<file path="config.mk">
export PLATFORM = sky130hd
export DESIGN_NAME = wide_search_issuer
export DESIGN_NICKNAME = d
export VERILOG_FILES = /design/src/rtl/wsi_pkg.sv /design/src/rtl/wsi_seq.sv /design/src/rtl/wsi_req_hold.sv /design/src/rtl/wsi_beat_fmt.sv /design/src/rtl/wide_search_issuer.sv
export SDC_FILE = /design/constraint.sdc
export NUM_CORES = 1
export LEC_CHECK = 0
export ABC_AREA = 1
export BUFFER_PORTS_ARGS = -buffer_cell sky130_fd_sc_hd__buf_2
export CELL_PAD_IN_SITES_DETAIL_PLACEMENT = 1
export CELL_PAD_IN_SITES_GLOBAL_PLACEMENT = 1
export CORE_ASPECT_RATIO = 1.4
export CORE_MARGIN = 2
export CORE_UTILIZATION = 36
export CTS_BUF_LIST = sky130_fd_sc_hd__clkbuf_8
export CTS_CLUSTER_SIZE = 8
export DETAILED_ROUTE_END_ITERATION = 7
export PLACE_DENSITY = 0.85
export SYNTH_ARGS = -nofsm -noshare
export SYNTH_HDL_FRONTEND = slang
export SYNTH_SLANG_ARGS = --single-unit
</file>
<file path="constraint.sdc">
create_clock -name clk -period 1.5 [get_ports clk]
set_input_delay 0.15 -clock clk [delete_from_list [all_inputs] [get_ports clk]]
set_output_delay 0.15 -clock clk [all_outputs]
set_load 0.02 [all_outputs]
</file>
<file path="src/rtl/wsi_pkg.sv">
package wsi_pkg;
  // Opcode field of the command bus
  localparam int          OPC_LSB    = 0;
  localparam int          OPC_W      = 2;
  localparam logic [1:0]  OPC_SEARCH = 2'b10;
  // Wide-search flag and mask-index field positions
  localparam int          WIDE_BIT   = 2;
  localparam int          MASK_LSB   = 3;
  // Bits cleared in beat D (flag plus mask field)
  localparam int          QUIET_D_LSB = 2;
  localparam int          QUIET_D_MSB = 5;
endpackage

</file>
<file path="src/rtl/wsi_seq.sv">
module wsi_seq #(
  parameter int BEATS = 4,
  localparam int BW   = (BEATS > 1) ? $clog2(BEATS) : 1
) (
  input  logic          clk,
  input  logic          rst,
  input  logic          req_valid,
  output logic          req_ready,
  output logic          accept,
  output logic          nxt_act,
  output logic [BW-1:0] nxt_beat
);
  localparam logic [BW-1:0] LAST = BW'(BEATS - 1);

  logic          act_q;
  logic [BW-1:0] beat_q;

  assign req_ready = !act_q || (beat_q == LAST);
  assign accept    = req_valid && req_ready;

  always_comb begin
    if (accept) begin
      nxt_act  = 1'b1;
      nxt_beat = '0;
    end else if (act_q && beat_q != LAST) begin
      nxt_act  = 1'b1;
      nxt_beat = beat_q + 1'b1;
    end else begin
      nxt_act  = 1'b0;
      nxt_beat = '0;
    end
  end

  always_ff @(posedge clk) begin
    if (rst) begin
      act_q  <= 1'b0;
      beat_q <= '0;
    end else begin
      act_q  <= nxt_act;
      beat_q <= nxt_beat;
    end
  end
endmodule

</file>
<file path="src/rtl/wsi_req_hold.sv">
module wsi_req_hold #(
  parameter int KEY_W  = 272,
  parameter int MIDX_W = 3,
  parameter int TAG_W  = 2,
  parameter int SLOT_W = 3
) (
  input  logic              clk,
  input  logic              rst,
  input  logic              accept,
  input  logic [KEY_W-1:0]  in_key,
  input  logic [MIDX_W-1:0] in_mhi,
  input  logic [MIDX_W-1:0] in_mlo,
  input  logic [TAG_W-1:0]  in_tag,
  input  logic [SLOT_W-1:0] in_slot,
  output logic [KEY_W-1:0]  nx_key,
  output logic [MIDX_W-1:0] nx_mhi,
  output logic [MIDX_W-1:0] nx_mlo,
  output logic [TAG_W-1:0]  nx_tag,
  output logic [SLOT_W-1:0] nx_slot
);
  logic [KEY_W-1:0]  key_q;
  logic [MIDX_W-1:0] mhi_q, mlo_q;
  logic [TAG_W-1:0]  tag_q;
  logic [SLOT_W-1:0] slot_q;

  // Fields seen by the formatter for the coming cycle
  assign nx_key  = accept ? in_key  : key_q;
  assign nx_mhi  = accept ? in_mhi  : mhi_q;
  assign nx_mlo  = accept ? in_mlo  : mlo_q;
  assign nx_tag  = accept ? in_tag  : tag_q;
  assign nx_slot = accept ? in_slot : slot_q;

  always_ff @(posedge clk) begin
    if (rst) begin
      key_q  <= '0;
      mhi_q  <= '0;
      mlo_q  <= '0;
      tag_q  <= '0;
      slot_q <= '0;
    end else begin
      key_q  <= nx_key;
      mhi_q  <= nx_mhi;
      mlo_q  <= nx_mlo;
      tag_q  <= nx_tag;
      slot_q <= nx_slot;
    end
  end
endmodule

</file>
<file path="src/rtl/wsi_beat_fmt.sv">
module wsi_beat_fmt
  import wsi_pkg::*;
#(
  parameter int KEY_W  = 272,
  parameter int LANE_W = 68,
  parameter int CMD_W  = 9,
  parameter int MIDX_W = 3,
  parameter int TAG_W  = 2,
  parameter int SLOT_W = 3,
  localparam int BEATS = KEY_W / LANE_W,
  localparam int BW    = (BEATS > 1) ? $clog2(BEATS) : 1
) (
  input  logic              act,
  input  logic [BW-1:0]     beat,
  input  logic [KEY_W-1:0]  key,
  input  logic [MIDX_W-1:0] mhi,
  input  logic [MIDX_W-1:0] mlo,
  input  logic [TAG_W-1:0]  tag,
  input  logic [SLOT_W-1:0] slot,
  output logic [CMD_W-1:0]  cmd,
  output logic [LANE_W-1:0] data
);
  localparam logic [BW-1:0] BEAT_A = '0;
  localparam logic [BW-1:0] BEAT_C = BW'(BEATS / 2);
  localparam logic [BW-1:0] BEAT_D = BW'(BEATS - 1);

  logic [LANE_W-1:0] lane [BEATS];

  // Most significant quarter goes out first
  for (genvar b = 0; b < BEATS; b++) begin : g_lane
    assign lane[b] = key[KEY_W-1-b*LANE_W -: LANE_W];
  end

  always_comb begin
    cmd  = '0;
    data = '0;
    if (act) begin
      data = lane[beat];
      cmd[OPC_LSB +: OPC_W] = OPC_SEARCH;
      if (beat == BEAT_A) begin
        cmd[WIDE_BIT]              = 1'b1;
        cmd[MASK_LSB +: MIDX_W]    = mhi;
      end else if (beat == BEAT_C) begin
        cmd[WIDE_BIT]              = 1'b0;
        cmd[MASK_LSB +: MIDX_W]    = mlo;
        cmd[CMD_W-1 -: TAG_W]      = tag;
      end else if (beat == BEAT_D) begin
        cmd[CMD_W-1 -: SLOT_W]     = slot;
      end
    end
  end
endmodule

</file>
<file path="src/rtl/wide_search_issuer.sv">
module wide_search_issuer #(
  parameter int KEY_W  = 272,
  parameter int LANE_W = 68,
  parameter int CMD_W  = 9,
  parameter int MIDX_W = 3,
  parameter int TAG_W  = 2,
  parameter int SLOT_W = 3
) (
  input  logic              clk,
  input  logic              rst,
  input  logic              req_valid,
  output logic              req_ready,
  input  logic [KEY_W-1:0]  req_key,
  input  logic [MIDX_W-1:0] req_mask_hi,
  input  logic [MIDX_W-1:0] req_mask_lo,
  input  logic [TAG_W-1:0]  req_tag,
  input  logic [SLOT_W-1:0] req_slot,
  output logic              cmd_valid,
  output logic [CMD_W-1:0]  cmd_bus,
  output logic [LANE_W-1:0] cmd_data
);
  localparam int BEATS = KEY_W / LANE_W;
  localparam int BW    = (BEATS > 1) ? $clog2(BEATS) : 1;

  logic              accept, nxt_act;
  logic [BW-1:0]     nxt_beat;
  logic [KEY_W-1:0]  nx_key;
  logic [MIDX_W-1:0] nx_mhi, nx_mlo;
  logic [TAG_W-1:0]  nx_tag;
  logic [SLOT_W-1:0] nx_slot;
  logic [CMD_W-1:0]  fmt_cmd;
  logic [LANE_W-1:0] fmt_data;

  wsi_seq #(.BEATS(BEATS)) u_seq (
    .clk(clk), .rst(rst), .req_valid(req_valid), .req_ready(req_ready),
    .accept(accept), .nxt_act(nxt_act), .nxt_beat(nxt_beat)
  );

  wsi_req_hold #(.KEY_W(KEY_W), .MIDX_W(MIDX_W), .TAG_W(TAG_W), .SLOT_W(SLOT_W)) u_hold (
    .clk(clk), .rst(rst), .accept(accept),
    .in_key(req_key), .in_mhi(req_mask_hi), .in_mlo(req_mask_lo),
    .in_tag(req_tag), .in_slot(req_slot),
    .nx_key(nx_key), .nx_mhi(nx_mhi), .nx_mlo(nx_mlo),
    .nx_tag(nx_tag), .nx_slot(nx_slot)
  );

  wsi_beat_fmt #(.KEY_W(KEY_W), .LANE_W(LANE_W), .CMD_W(CMD_W), .MIDX_W(MIDX_W),
                 .TAG_W(TAG_W), .SLOT_W(SLOT_W)) u_fmt (
    .act(nxt_act), .beat(nxt_beat), .key(nx_key), .mhi(nx_mhi), .mlo(nx_mlo),
    .tag(nx_tag), .slot(nx_slot), .cmd(fmt_cmd), .data(fmt_data)
  );

  // Output register stage
  always_ff @(posedge clk) begin
    if (rst) begin
      cmd_valid <= 1'b0;
      cmd_bus   <= '0;
      cmd_data  <= '0;
    end else begin
      cmd_valid <= nxt_act;
      cmd_bus   <= fmt_cmd;
      cmd_data  <= fmt_data;
    end
  end
endmodule

</file>
==> impl_results.md, run 1 <==
- Yosys reg bits: 361
- Cell area after synthesis: 0.01688 sq mm
- CTS Buffer Depth: 3
- GRT Residual Overflow: 28
- Post-synthesis cell count: 2573
- IO Port Bufs: 363
- Die Ht: 260.2 microns
- Routability cong.: 0.8581
- Stop stage: global routing (5_1_grt)
- HPWL Detailed: 43230 microns
- Io pins: 365
- Yosys cell types: 20
- Pin count of the biggest net entering global routing: 88
- Asr flop ratio synth: 0
- EDFF count, synth: 0
- Post-synthesis sequential area ratio: 0.4282
- Stop err: [ERROR GRT-0232] Routing congestion too high. Check the congestion heatmap in the GUI.
- GRT repair_timing worst endpoint: cmd_data[37]$_SDFF_PP0_/D
- Avg Inst Size Synth: 6.560 sq um
- Die extent in x: 187 microns
- Starting Density: 0.3654
- Top cells by area, synth: dfxtp_1, nand2_1, nand3_1, nor2_1, nand3b_1
- Yosys top cell area share: 0.4282
- Placed cell area: 0.02080 sq mm
- # H-tree levels: 2
- Syn. warnings: 0
- # rows: 93
- Syn Nets: 2860
- Clock sink total: 361
- Root Driver: clkbuf_8
- Worst endpoint type: register input
- Cts bufs inserted: 59
- Placed cells: 3574
- GRT Total Usage: 0.5968
- Status: aborted with a tool error
- Top cell type by total area after synthesis: dfxtp_1
- Synth Flop Type: dfxtp_1
[routing by layer]
| metal | GRT usage | GRT overflow |
|---|---|---|
| met2 | 0.8808 | 12 |
| met3 | 0.3225 | 0 |
| met4 | 0.6592 | 16 |
| met1 | 0.5570 | 0 |
| met5 | 0.07692 | 0 |
[synth_stat cells (2+ instances only)]
library cell / count
nand2_1: 705
nand3_1: 352
inv_1: 348
dfxtp_1: 361
nor2_1: 417
buf_1: 13
buf_4: 2
o21ai_0: 7
a21oi_1: 9
buf_2: 71
nand3b_1: 204
clkbuf_1: 76
[cell families after synthesis]
| kind of cell | count (synthesis) | synth area share |
|---|---|---|
| DFF | 361 | 0.4282 |
| other | 1 | 0.0002222 |
| and+or+nand+nor | 1681 | 0.4460 |
| adders and majority gates | 1 | 0.0007412 |
| AOI/OAI and AO/OA | 18 | 0.005485 |
| buffers and inverters | 511 | 0.1193 |
[repair_timing]
item                                    4_1_cts
setup buffers                                47
gates cloned                                 43
pin swaps                                    61
gates resized for setup                     284
endpoints found under the setup margin      289
endpoints found under the hold margin       310
hold buffers                                270
[per-stage QoR]
stage	hold slack, ns	utilization	worst slack, ns
detailed placement	0.4652	0.4502	-0.2629
CTS	0.002264	0.5906	-0.3531
floorplan	0.3374	-	0.01004
global placement	0.4523	0.4502	-0.1680
==> inputs of run 2 (changes only) <==
--- a/config.mk
+++ b/config.mk
@@ -7,15 +7,10 @@
 export LEC_CHECK = 0
 export ABC_AREA = 1
 export BUFFER_PORTS_ARGS = -buffer_cell sky130_fd_sc_hd__buf_2
-export CELL_PAD_IN_SITES_DETAIL_PLACEMENT = 1
-export CELL_PAD_IN_SITES_GLOBAL_PLACEMENT = 1
-export CORE_ASPECT_RATIO = 1.4
 export CORE_MARGIN = 2
-export CORE_UTILIZATION = 36
-export CTS_BUF_LIST = sky130_fd_sc_hd__clkbuf_8
-export CTS_CLUSTER_SIZE = 8
+export CORE_UTILIZATION = 40
 export DETAILED_ROUTE_END_ITERATION = 7
-export PLACE_DENSITY = 0.85
+export PLACE_DENSITY_LB_ADDON = 0.15
 export SYNTH_ARGS = -nofsm -noshare
 export SYNTH_HDL_FRONTEND = slang
 export SYNTH_SLANG_ARGS = --single-unit
==> constraint.sdc (replaced) <==
create_clock -name clk -period 2 [get_ports clk]
set_input_delay 0.2 -clock clk [delete_from_list [all_inputs] [get_ports clk]]
set_output_delay 0.2 -clock clk [all_outputs]
set_load 0.02 [all_outputs]
==> run 2 against run 1 <==
The flow now finishes without violations; synthesized cell count unchanged; synthesized area stayed put.
==> impl_results.md, run 2 <==
- Status: completed (was aborted with a tool error)
- Slew Viols, Final: 0
- Routability cong.: 0.8293 (was 0.8581)
- GRT Total Usage: 0.2380
- Starting Density: 0.4042 (was 0.3654)
- Total power: 18.83 mW
- CP Max Fanout: 22
- Die extent in x: 209.4 microns (was 187 microns)
- DRC Markers: 0
- Slew HR: 0.2970
- Critical R2R Capture: cmd_data[26]$_SDFF_PP0_
- Yosys cell types: 20 (unchanged)
- Pin count of the biggest net entering global routing: 177
- Most common library cell in the layout ignoring fill and taps: nand2_1
- Antenna-violating nets left: 0
- Min Tclk post-route: 1.934 ns
- # rows: 75 (was 93)
- Critical path class: reg -> out
- Max incr delay on CP: 0.32 ns
- Die Ht: 209.4 microns (was 260.2 microns)
- Top cells by area, synth: dfxtp_1, nand2_1, nand3_1, nor2_1, nand3b_1 (unchanged)
- Yosys top cell area share: 0.4282 (unchanged)
- Worst path arrival time: 1.73 ns
- Max-cap viol count: 0
- Worst r2r src: u_seq.beat_q[0]$_SDFF_PP0_
- CTS Buffer Depth: 3 (unchanged)
- Area growth syn-to-layout: 35.81%
- Post-synthesis sequential area ratio: 0.4282 (unchanged)
- Die area: 0.04386 sq mm
- Worst hold path cell count: 5
- Critical Path End Type: output port
- Asr flop ratio synth: 0 (unchanged)
- Hold endpoint: u_hold.key_q[263]$_SDFF_PP0_
- Ratio of cells with drive above 1 in the final layout: 0.1544
- Final Hold Fails: 0
- Antenna violations before repair: 2
- Syn Nets: 2860 (unchanged)
- Synth Flop Type: dfxtp_1 (unchanged)
- Post-synth top cells: nand2_1, nor2_1, dfxtp_1 (unchanged)
- Startpoint Class: register
- Pleak: 11.95 nW
- Most common cell in the netlist: nand2_1 (unchanged)
- Final setup fails: 0
- EDFF count, synth: 0 (unchanged)
- Net count, final: 3353
- Register Area: 0.007227 sq mm
- F_max: 517.0 MHz
- Max Clock Skew: 0.01269 ns
- CTS tree: yes
- Crit-path cells: ha_1 -> inv_2 -> nand2_8 -> buf_16 -> buf_2
- Clock latency on the worst-skew pair: 0.56 ns
- GRT Residual Overflow: 0
- Number of global-route vias before repair: 16.34k
- Root Driver: clkbuf_16 (was clkbuf_8)
- Worst-margin pin slew: 1.055 ns
- Clock sink total: 361 (unchanged)
- Worst path required time: 1.80 ns
- Avg Inst Size Synth: 6.560 sq um (unchanged)
- Unrepaired setup endpoints after global routing: yes
- Crit path max-delay cell type: dfxtp_1
- Drt first pass iters: 7
- Power Density: 821.4 mW/mm^2
- Avg WL per Cell: 15.12 microns
- Setup TNS: 0 ns
- Io pins: 365 (unchanged)
- Cells on worst reg2reg path: 9
- Max reg flops: 272
- Yosys reg bits: 361 (unchanged)
- Min-delay src: req_key[263]
- Largest regs: u_hold.key_q: 272 flops, cmd_data: 68 flops, cmd_bus: 8 flops
- Global-route wire length before repair: 83870 microns
- Final WL: 54970 microns
- Most frequent cells in the layout: nand2_1, nor2_1, dfxtp_1, buf_2, nand3_1
- Syn. warnings: 0 (unchanged)
- Post-synthesis cell count: 2573 (unchanged)
- Filler instances: 4051
- Cell area after synthesis: 0.01688 sq mm (unchanged)
- HPWL Detailed: 32530 microns (was 43230 microns)
- Cts bufs inserted: 42 (was 59)
- Total number of vias: 17.42k
- Worst min-delay path category: in -> reg
- Final Cycle Share: 0.9671
- Multi-input logic area: 0.007707 sq mm
- Peak supply drop: 0.0006525 V
- Vias per cell: 4.791
- Reg with most FFs: u_hold.key_q
- Top cell type by total area after synthesis: dfxtp_1 (unchanged)
- # H-tree levels: 2 (unchanged)
- Initial drt markers: 1111
- IO Port Bufs: 363 (unchanged)
- Clock edge transition at the registers on the reported setup and hold paths: 0.05 ns
- R2R Setup Slk: 0.10 ns
- Core Region: 0.04176 sq mm
run 2: cell counts after synthesis:
Identical to the previous run, type by type.
run 2: routing by layer:
metal | vias to the layer above | track usage | share of wire
met5 | - | 0 | 0.00020
met4 | 2 | 0.08916 | 0.030
met3 | 98 | 0.04728 | 0.063
met2 | 540 | 0.3946 | 0.46
met1 | 7926 | 0.3069 | 0.44
li1 | 8850 | - | -
run 2: power by group:
group	leakage [nW]	internal, mW	switching (mW)	total, mW
sequential	2.99	7.76	0.154	7.91
combinational	8.32	1.48	2.10	3.57
clock	0.640	4.32	3.02	7.34
total	11.9	13.6	5.27	18.8
run 2: worst max-delay path by stage:
| stage | startpoint | endpoint | cells past startpoint |
|---|---|---|---|
| 2_1_floorplan | u_seq.beat_q[0]$_SDFF_PP0_ | cmd_data[33]$_SDFF_PP0_ | 11 |
| 3_3_place_gp | u_seq.beat_q[0]$_SDFF_PP0_ | cmd_data[65]$_SDFF_PP0_ | 5 |
| 3_5_place_dp | u_seq.beat_q[0]$_SDFF_PP0_ | cmd_data[65]$_SDFF_PP0_ | 5 |
| 4_1_cts | u_seq.beat_q[0]$_SDFF_PP0_ | cmd_data[26]$_SDFF_PP0_ | 10 |
| 5_1_grt | cmd_bus[1]$_SDFF_PP0_ | cmd_data[42]$_SDFF_PP0_ | 8 |
| 6_report | u_seq.beat_q[0]$_SDFF_PP0_ | req_ready | 5 |
run 2: cells by family (layout without fill, tap and decap cells):
family / Yosys count / count (layout) / synth area share
buffers and inverters: 511 / 1033 / 0.1193
DFF: 361 / 361 / 0.4282
other: 1 / 2 / 0.0002222
AOI/OAI and AO/OA: 18 / 18 / 0.005485
adders and majority gates: 1 / 1 / 0.0007412
and+or+nand+nor: 1681 / 1681 / 0.4460
run 2: area by class of cell:
class                           instances  share of cell area
Antenna cell                            1           0.0001092
Clock buffer                           67             0.05535
Clock inverter                          6            0.001310
Inverter                              349             0.05715
Multi-Input combinational cell       1701              0.3362
Sequential cell                       361              0.3153
Tap cell                              539             0.02942
Timing Repair Buffer                  611              0.2052
run 2: worst max-delay path: cells and delay by family, from the launching register on:
kind                       cells  cell delay, ns
adders and majority gates      1            0.22
buffers and inverters          3            0.49
DFF                            1            0.32
and+or+nand+nor                1            0.13
run 2: stage by stage:
stage	utilization	hold WS, ns	area [sq um]	worst slack, ns	instances
floorplan	-	0.3874	16880	0.2964	2573
global placement	0.4629	0.4556	19330	0.09124	3352
finish	0.5489	0.01343	22920	0.06581	3635
CTS	0.5437	0.00004685	22700	0.009858	3627
global route	0.5489	0.007833	22920	-0.04441	3634
detailed placement	0.4629	0.4617	19330	0.05533	3352
run 2: what timing repair did:
action,CTS,global route
pin swaps,0,1
endpoints found under the setup margin,1,66
endpoints found under the hold margin,202,0
gates cloned,2,5
resized for setup,1,14
hold buffers,200,0
setup buffers,0,2
No activity file was read; power rests on OpenSTA's default activity.
